## config.mk

```make
export PLATFORM = sky130hd
export DESIGN_NAME = wdt_unit_timer
export DESIGN_NICKNAME = d
export VERILOG_FILES = /design/src/rtl/wdt_pkg.sv /design/src/rtl/wdt_prescaler.sv /design/src/rtl/wdt_counter.sv /design/src/rtl/wdt_pulse.sv /design/src/rtl/wdt_regs.sv /design/src/rtl/wdt_unit_timer.sv
export SDC_FILE = /design/constraint.sdc
export NUM_CORES = 1
export LEC_CHECK = 0
export ABC_AREA = 1
export BUFFER_PORTS_ARGS = -buffer_cell sky130_fd_sc_hd__buf_2
export CAP_MARGIN = 40
export CORE_MARGIN = 4
export CORE_UTILIZATION = 60
export DETAILED_ROUTE_END_ITERATION = 10
export PLACE_DENSITY = 0.86
export RECOVER_POWER = 25
export SLEW_MARGIN = 0
export SYNTH_ARGS = -nofsm -noshare
export SYNTH_HDL_FRONTEND = slang
export SYNTH_SLANG_ARGS = --single-unit
export TNS_END_PERCENT = 30
```

## constraint.sdc

```tcl
create_clock -name clk -period 2.28 [get_ports clk]
set_clock_uncertainty 0.2 [all_clocks]
set_input_delay 0.228 -clock clk [delete_from_list [all_inputs] [get_ports clk]]
set_output_delay 0.228 -clock clk [all_outputs]
set_load 0.03 [all_outputs]
```

## src/rtl/wdt_pkg.sv

```systemverilog
package wdt_pkg;

  localparam logic [7:0] ADDR_CTRL   = 8'h71;
  localparam logic [7:0] ADDR_CFG    = 8'h72;
  localparam logic [7:0] ADDR_CNT_LO = 8'h73;
  localparam logic [7:0] ADDR_CNT_HI = 8'h74;

  localparam int CFG_SEC_BIT = 7;
  localparam int CFG_KBD_BIT = 6;
  localparam int CFG_TMO_BIT = 5;
  localparam int CFG_PWR_BIT = 4;

  localparam int N_PULSE = 3;

  // index of each pulse channel in the enable vector
  typedef enum int {
    CH_KBD = 0,
    CH_TMO = 1,
    CH_PWR = 2
  } pulse_ch_e;

  // reload value from held high byte and written low byte
  function automatic logic [15:0] build_reload(input logic [7:0] hi,
                                               input logic [7:0] lo,
                                               input bit wide);
    return wide ? {hi, lo} : {8'h00, lo};
  endfunction

  // next count for one cycle of the counter
  function automatic logic [15:0] next_count(input logic [15:0] cur,
                                             input logic load,
                                             input logic [15:0] ldv,
                                             input logic tick);
    if (load)                    return ldv;
    else if (tick && cur != '0)  return cur - 16'd1;
    else                         return cur;
  endfunction

endpackage

```

## src/rtl/wdt_prescaler.sv

```systemverilog
module wdt_prescaler #(
  parameter int TICKS_PER_SEC = 32768,
  parameter int SEC_PER_MIN   = 60
) (
  input  logic clk,
  input  logic rst_n,
  input  logic restart,
  output logic tick_sec,
  output logic tick_min
);
  localparam int DW = $clog2(TICKS_PER_SEC + 1);
  localparam int MW = $clog2(SEC_PER_MIN + 1);
  localparam logic [DW-1:0] DIV_LAST = DW'(TICKS_PER_SEC - 1);
  localparam logic [MW-1:0] SEC_LAST = MW'(SEC_PER_MIN - 1);

  logic [DW-1:0] div_q;
  logic [MW-1:0] sec_q;

  assign tick_sec = (div_q == DIV_LAST);
  assign tick_min = tick_sec && (sec_q == SEC_LAST);

  always_ff @(posedge clk or negedge rst_n) begin
    if (!rst_n) begin
      div_q <= '0;
      sec_q <= '0;
    end else if (restart) begin
      div_q <= '0;
      sec_q <= '0;
    end else if (tick_sec) begin
      div_q <= '0;
      sec_q <= tick_min ? '0 : sec_q + MW'(1);
    end else begin
      div_q <= div_q + DW'(1);
    end
  end
endmodule

```

## src/rtl/wdt_counter.sv

```systemverilog
module wdt_counter #(
  parameter int CW = 16
) (
  input  logic          clk,
  input  logic          rst_n,
  input  logic          load_stb,
  input  logic [CW-1:0] load_val,
  input  logic          tick,
  output logic [CW-1:0] cnt_q,
  output logic          expire_evt
);
  import wdt_pkg::*;

  logic [15:0] cnt_w;
  logic [15:0] nxt_w;

  assign cnt_w      = 16'(cnt_q);
  assign nxt_w      = next_count(cnt_w, load_stb, 16'(load_val), tick);
  assign expire_evt = !load_stb && tick && (cnt_q == CW'(1));

  always_ff @(posedge clk or negedge rst_n) begin
    if (!rst_n) cnt_q <= '0;
    else        cnt_q <= nxt_w[CW-1:0];
  end
endmodule

```

## src/rtl/wdt_pulse.sv

```systemverilog
module wdt_pulse #(
  parameter int PULSE_LEN = 16
) (
  input  logic clk,
  input  logic rst_n,
  input  logic fire,
  input  logic en,
  output logic pulse_o
);
  localparam int PW = $clog2(PULSE_LEN + 1);

  logic [PW-1:0] left_q;

  assign pulse_o = (left_q != '0);

  always_ff @(posedge clk or negedge rst_n) begin
    if (!rst_n)          left_q <= '0;
    else if (fire && en) left_q <= PW'(PULSE_LEN);
    else if (pulse_o)    left_q <= left_q - PW'(1);
  end
endmodule

```

## src/rtl/wdt_regs.sv

```systemverilog
module wdt_regs #(
  parameter int CW = 16
) (
  input  logic          clk,
  input  logic          rst_n,
  input  logic          bus_we,
  input  logic [7:0]    bus_addr,
  input  logic [7:0]    bus_wdata,
  input  logic [CW-1:0] cnt_q,
  input  logic          expire_evt,
  output logic [7:0]    cfg_q,
  output logic [7:0]    msb_q,
  output logic          sts_q,
  output logic          load_stb,
  output logic          clr_stb,
  output logic [7:0]    bus_rdata
);
  import wdt_pkg::*;

  logic        wr_cfg;
  logic [15:0] cnt_w;

  assign wr_cfg   = bus_we && (bus_addr == ADDR_CFG);
  assign load_stb = bus_we && (bus_addr == ADDR_CNT_LO);
  assign clr_stb  = bus_we && (bus_addr == ADDR_CTRL) && bus_wdata[0];
  assign cnt_w    = 16'(cnt_q);

  always_ff @(posedge clk or negedge rst_n) begin
    if (!rst_n)      cfg_q <= '0;
    else if (wr_cfg) cfg_q <= bus_wdata;
  end

  // expiry beats a clear on the same edge
  always_ff @(posedge clk or negedge rst_n) begin
    if (!rst_n)          sts_q <= 1'b0;
    else if (expire_evt) sts_q <= 1'b1;
    else if (clr_stb)    sts_q <= 1'b0;
  end

  generate
    if (CW > 8) begin : g_hi
      logic wr_hi;
      assign wr_hi = bus_we && (bus_addr == ADDR_CNT_HI);
      always_ff @(posedge clk or negedge rst_n) begin
        if (!rst_n)     msb_q <= '0;
        else if (wr_hi) msb_q <= bus_wdata;
      end
    end else begin : g_no_hi
      assign msb_q = 8'h00;
    end
  endgenerate

  always_comb begin
    unique case (bus_addr)
      ADDR_CTRL:   bus_rdata = {7'b0, sts_q};
      ADDR_CFG:    bus_rdata = cfg_q;
      ADDR_CNT_LO: bus_rdata = cnt_w[7:0];
      ADDR_CNT_HI: bus_rdata = cnt_w[15:8];
      default:     bus_rdata = 8'h00;
    endcase
  end
endmodule

```

## src/rtl/wdt_unit_timer.sv

```systemverilog
module wdt_unit_timer #(
  parameter int CNT_WIDTH     = 16,
  parameter int TICKS_PER_SEC = 32768,
  parameter int SEC_PER_MIN   = 60,
  parameter int PULSE_LEN     = 16
) (
  input  logic       clk,
  input  logic       rst_n,
  input  logic       bus_we,
  input  logic [7:0] bus_addr,
  input  logic [7:0] bus_wdata,
  output logic [7:0] bus_rdata,
  output logic       timeout_flag_o,
  output logic       kbd_rst_o,
  output logic       tmo_out_o,
  output logic       pgood_trip_o
);
  import wdt_pkg::*;

  localparam bit WIDE = (CNT_WIDTH > 8);

  logic [7:0]           cfg_q;
  logic [7:0]           msb_q;
  logic                 sts_q;
  logic                 load_stb;
  logic                 clr_stb;
  logic [CNT_WIDTH-1:0] cnt_q;
  logic [CNT_WIDTH-1:0] load_val;
  logic [15:0]          reload_w;
  logic                 tick_sec;
  logic                 tick_min;
  logic                 tick_sel;
  logic                 expire_evt;
  logic [N_PULSE-1:0]   pulse_en;
  logic [N_PULSE-1:0]   pulse_vec;

  wdt_regs #(.CW(CNT_WIDTH)) u_regs (
    .clk(clk), .rst_n(rst_n), .bus_we(bus_we), .bus_addr(bus_addr),
    .bus_wdata(bus_wdata), .cnt_q(cnt_q), .expire_evt(expire_evt),
    .cfg_q(cfg_q), .msb_q(msb_q), .sts_q(sts_q), .load_stb(load_stb),
    .clr_stb(clr_stb), .bus_rdata(bus_rdata)
  );

  assign reload_w = build_reload(msb_q, bus_wdata, WIDE);
  assign load_val = reload_w[CNT_WIDTH-1:0];

  wdt_prescaler #(.TICKS_PER_SEC(TICKS_PER_SEC), .SEC_PER_MIN(SEC_PER_MIN)) u_presc (
    .clk(clk), .rst_n(rst_n), .restart(load_stb),
    .tick_sec(tick_sec), .tick_min(tick_min)
  );

  assign tick_sel = cfg_q[CFG_SEC_BIT] ? tick_sec : tick_min;

  wdt_counter #(.CW(CNT_WIDTH)) u_cnt (
    .clk(clk), .rst_n(rst_n), .load_stb(load_stb), .load_val(load_val),
    .tick(tick_sel), .cnt_q(cnt_q), .expire_evt(expire_evt)
  );

  assign pulse_en[CH_KBD] = cfg_q[CFG_KBD_BIT];
  assign pulse_en[CH_TMO] = cfg_q[CFG_TMO_BIT];
  assign pulse_en[CH_PWR] = cfg_q[CFG_PWR_BIT];

  generate
    for (genvar i = 0; i < N_PULSE; i++) begin : g_pulse
      wdt_pulse #(.PULSE_LEN(PULSE_LEN)) u_pulse (
        .clk(clk), .rst_n(rst_n), .fire(expire_evt), .en(pulse_en[i]),
        .pulse_o(pulse_vec[i])
      );
    end
  endgenerate

  assign kbd_rst_o      = pulse_vec[CH_KBD];
  assign tmo_out_o      = pulse_vec[CH_TMO];
  assign pgood_trip_o   = pulse_vec[CH_PWR];
  assign timeout_flag_o = sts_q;
endmodule

```

==> flow_summary.toml <==
[logic_synthesis]
synthCells = 568
synth_edf_count = 0
synth_seq_cells = 70
yosysWarningCount = 0
synth_nets = 598
synthesis.area_sq_um = 4220
seq_area_frac_synth_pct = 41.6
ys_async_sr_fraction_pct = 100
ys.flop_type = "dfrtp_1"
avgSynthCellArea_sq_um = 7.42
ys_types = 35

[clocking]
cts.htree.levels = 3
cts.reportedPaths.clkPinSlew_ns = 0.08
cts_buffers = 9
cts_buffer_depth = 2
cts_sinks = 70
cts_tree = "done"
insertion_delay_ns = 0.35
root_buffer = "clkbuf_8"
post_cts_buffers = 0

[route]
drt_iter0_markers = 283
drt_pass1_iterations = 6
ant_nets = 0
wl_microns = 9830
drc = 0
via_count = 3864
via_per_inst = 5.39
routedWlPerCell_microns = 13.7

[layout]
n_antenna_cell = 0
finish.utilization_pct = 70.4
fin_cells = 717
final_area_sq_um = 4780
syn_to_final_growth_pct = 13.4
drive_gt1_share_pct = 12.9
num-nets-final = 646
final_cell_mix = "nand2_1, inv_1, dfrtp_1"
final_common_cell = "nand2_1"

[power_and_ir_drop]
p_leak_nw = 2.60
powerDensity_nw_per_um2 = 611
ir_drop_mv = 0.465
finalPower_mw = 2.92

[setup_path]
reg2reg_depth = 9
crit_path_cell_trace = "buf_2, inv_1, nand2_1, nor2_4, nand2_1, nor3_1, nand2_1, o211ai_1, buf_2"
path_common_cell = "nand2_1"
cp-start-kind = "primary input"
cp-end-kind = "primary output"
setup.worst_path.class = "in2out"
cpPeakStageDelay_ns = 0.42
path_max_fanout = 8
crit_arrival_ns = 1.62
crit_path_top_delay_cell = "nor3_1"
cp_data_required_time_ns = 1.85

[timing]
clock.fmax_mhz = 487
slew-limit-headroom_pct = 37.1
setup-violations-final = 0
slew_violations = 0
rsz0062_at_grt = "no"
finalCriticalPeriod_ns = 2.05
period_share_pct = 90.0
tightestPinTransition_ns = 0.943
hold_viol = 0
fin_tns_setup_ns = 0

[die]
start_util_pct = 62.0
die_w_microns = 91.8
ios = 31
die_area_sq_um = 8430
placementRows = 30
die_h_microns = 91.8
core-area_sq_um = 6790

[placed_design]
numPortBuffers = 30
numPlacedInstances = 692
dp_hpwl_microns = 7170
dpl_cell_area_sq_um = 4500
place_congestion = 0.926

[outcome]
status = "finished, final reports clean"

[global_routing]
grt_overflow = 0
antenna_found_initial = 0
grt_max_degree = 71
grt_pass1_wl_microns = 16900
grt_pass1_vias = 3746
grt_usage_pct = 24.8

[job]
drv_cap = 0

[worst_hold_path]
holdCritPathClass = "in2reg"
holdPathStages = 4
==> through the flow <==
stage | hold WS, ns | setup WS (ns)
global route | 0.0456 | 0.0858
finish | 0.0363 | 0.228
floorplan | -0.268 | 0.524
CTS | 0.0282 | 0.257
global placement | 0.0770 | 0.243
detailed placement | 0.0828 | 0.261
==> sequential cells by signal (all words and copies together), names as in the netlist <==
name,count
u_cnt.cnt_q,16
g_pulse.u_pulse.left_q,15
u_presc.sec_q,6
u_regs.sts_q,1
u_regs.cfg_q,8
u_regs.msb_q,8
u_presc.div_q,16
==> synth_stat cells, types with 6 or more instances <==
| cell | n | area [sq um] |
|---|---|---|
| o21a_1 | 6 | 45.0 |
| nor2_4 | 6 | 67.6 |
| nand2_1 | 183 | 687 |
| a21oi_1 | 14 | 70.1 |
| inv_1 | 74 | 278 |
| o21ai_0 | 31 | 155 |
| nand3_1 | 45 | 225 |
| xor2_1 | 15 | 131 |
| dfrtp_1 | 70 | 1750 |
| nor2_1 | 43 | 161 |
| nor2_2 | 6 | 37.5 |
| nor3_1 | 11 | 55.1 |
| nand4_1 | 6 | 37.5 |
| ha_1 | 11 | 138 |
==> path summary, 6_finish.rpt <==
check                           slack (ns)                           end             start
max in group asynchronous             0.81  g_pulse[2].u_pulse.left_q[2]             rst_n
min in group asynchronous             0.46                u_cnt.cnt_q[7]             rst_n
worst min register to register        0.26              u_presc.div_q[0]  u_presc.div_q[0]
worst min-delay path                  0.04                  u_regs.sts_q            bus_we
worst max register to register        0.27               u_cnt.cnt_q[12]    u_cnt.cnt_q[0]
worst max-delay path                  0.23                  bus_rdata[6]       bus_addr[7]
==> power by group <==
part / internal [mW] / switching (mW) / total [mW]
Clock: 0.540 / 0.500 / 1.04
Sequential: 1.34 / 0.0842 / 1.43
Combinational: 0.161 / 0.295 / 0.456
Total: 2.04 / 0.880 / 2.92
==> worst max-delay path: cells and delay by family <==
kind	cells	cell delay, ns
simple gates	5	0.89
buf+inv	3	0.38
compound gates	1	0.12
==> repair_timing <==
action	4_1_cts	5_1_grt
hold endpoints to repair	85	0
hold buffers	9	0
resized for setup	0	0
==> cell type report <==
class                   instances  area [sq um]
inverters                      77           289
clock buffers                  10           138
multi-input cells             413          2130
repair buffers                 45           285
fillers                       560          2010
flip-flops and latches         70          1750
well taps                      96           120
clock inverters                 6          70.1
==> metal layers <==
| metal | wire [microns] | track usage, % | vias up |
|---|---|---|---|
| li1 | - | - | 1901 |
| met2 | 4760 | 40.4 | 143 |
| met5 | 0 | 0 | - |
| met4 | 248 | 9.41 | 0 |
| met1 | 4270 | 32.8 | 1794 |
| met3 | 543 | 4.68 | 26 |
==> cell families after synthesis <==
family | Yosys count | share of synthesized area (%)
compound gates | 64 | 9.08
fa+ha+maj | 11 | 3.27
simple gates | 318 | 33.9
buf+inv | 85 | 7.96
mux | 2 | 0.475
flops | 70 | 41.6
xor+xnor | 18 | 3.74
(Power assumes the default switching activity.)
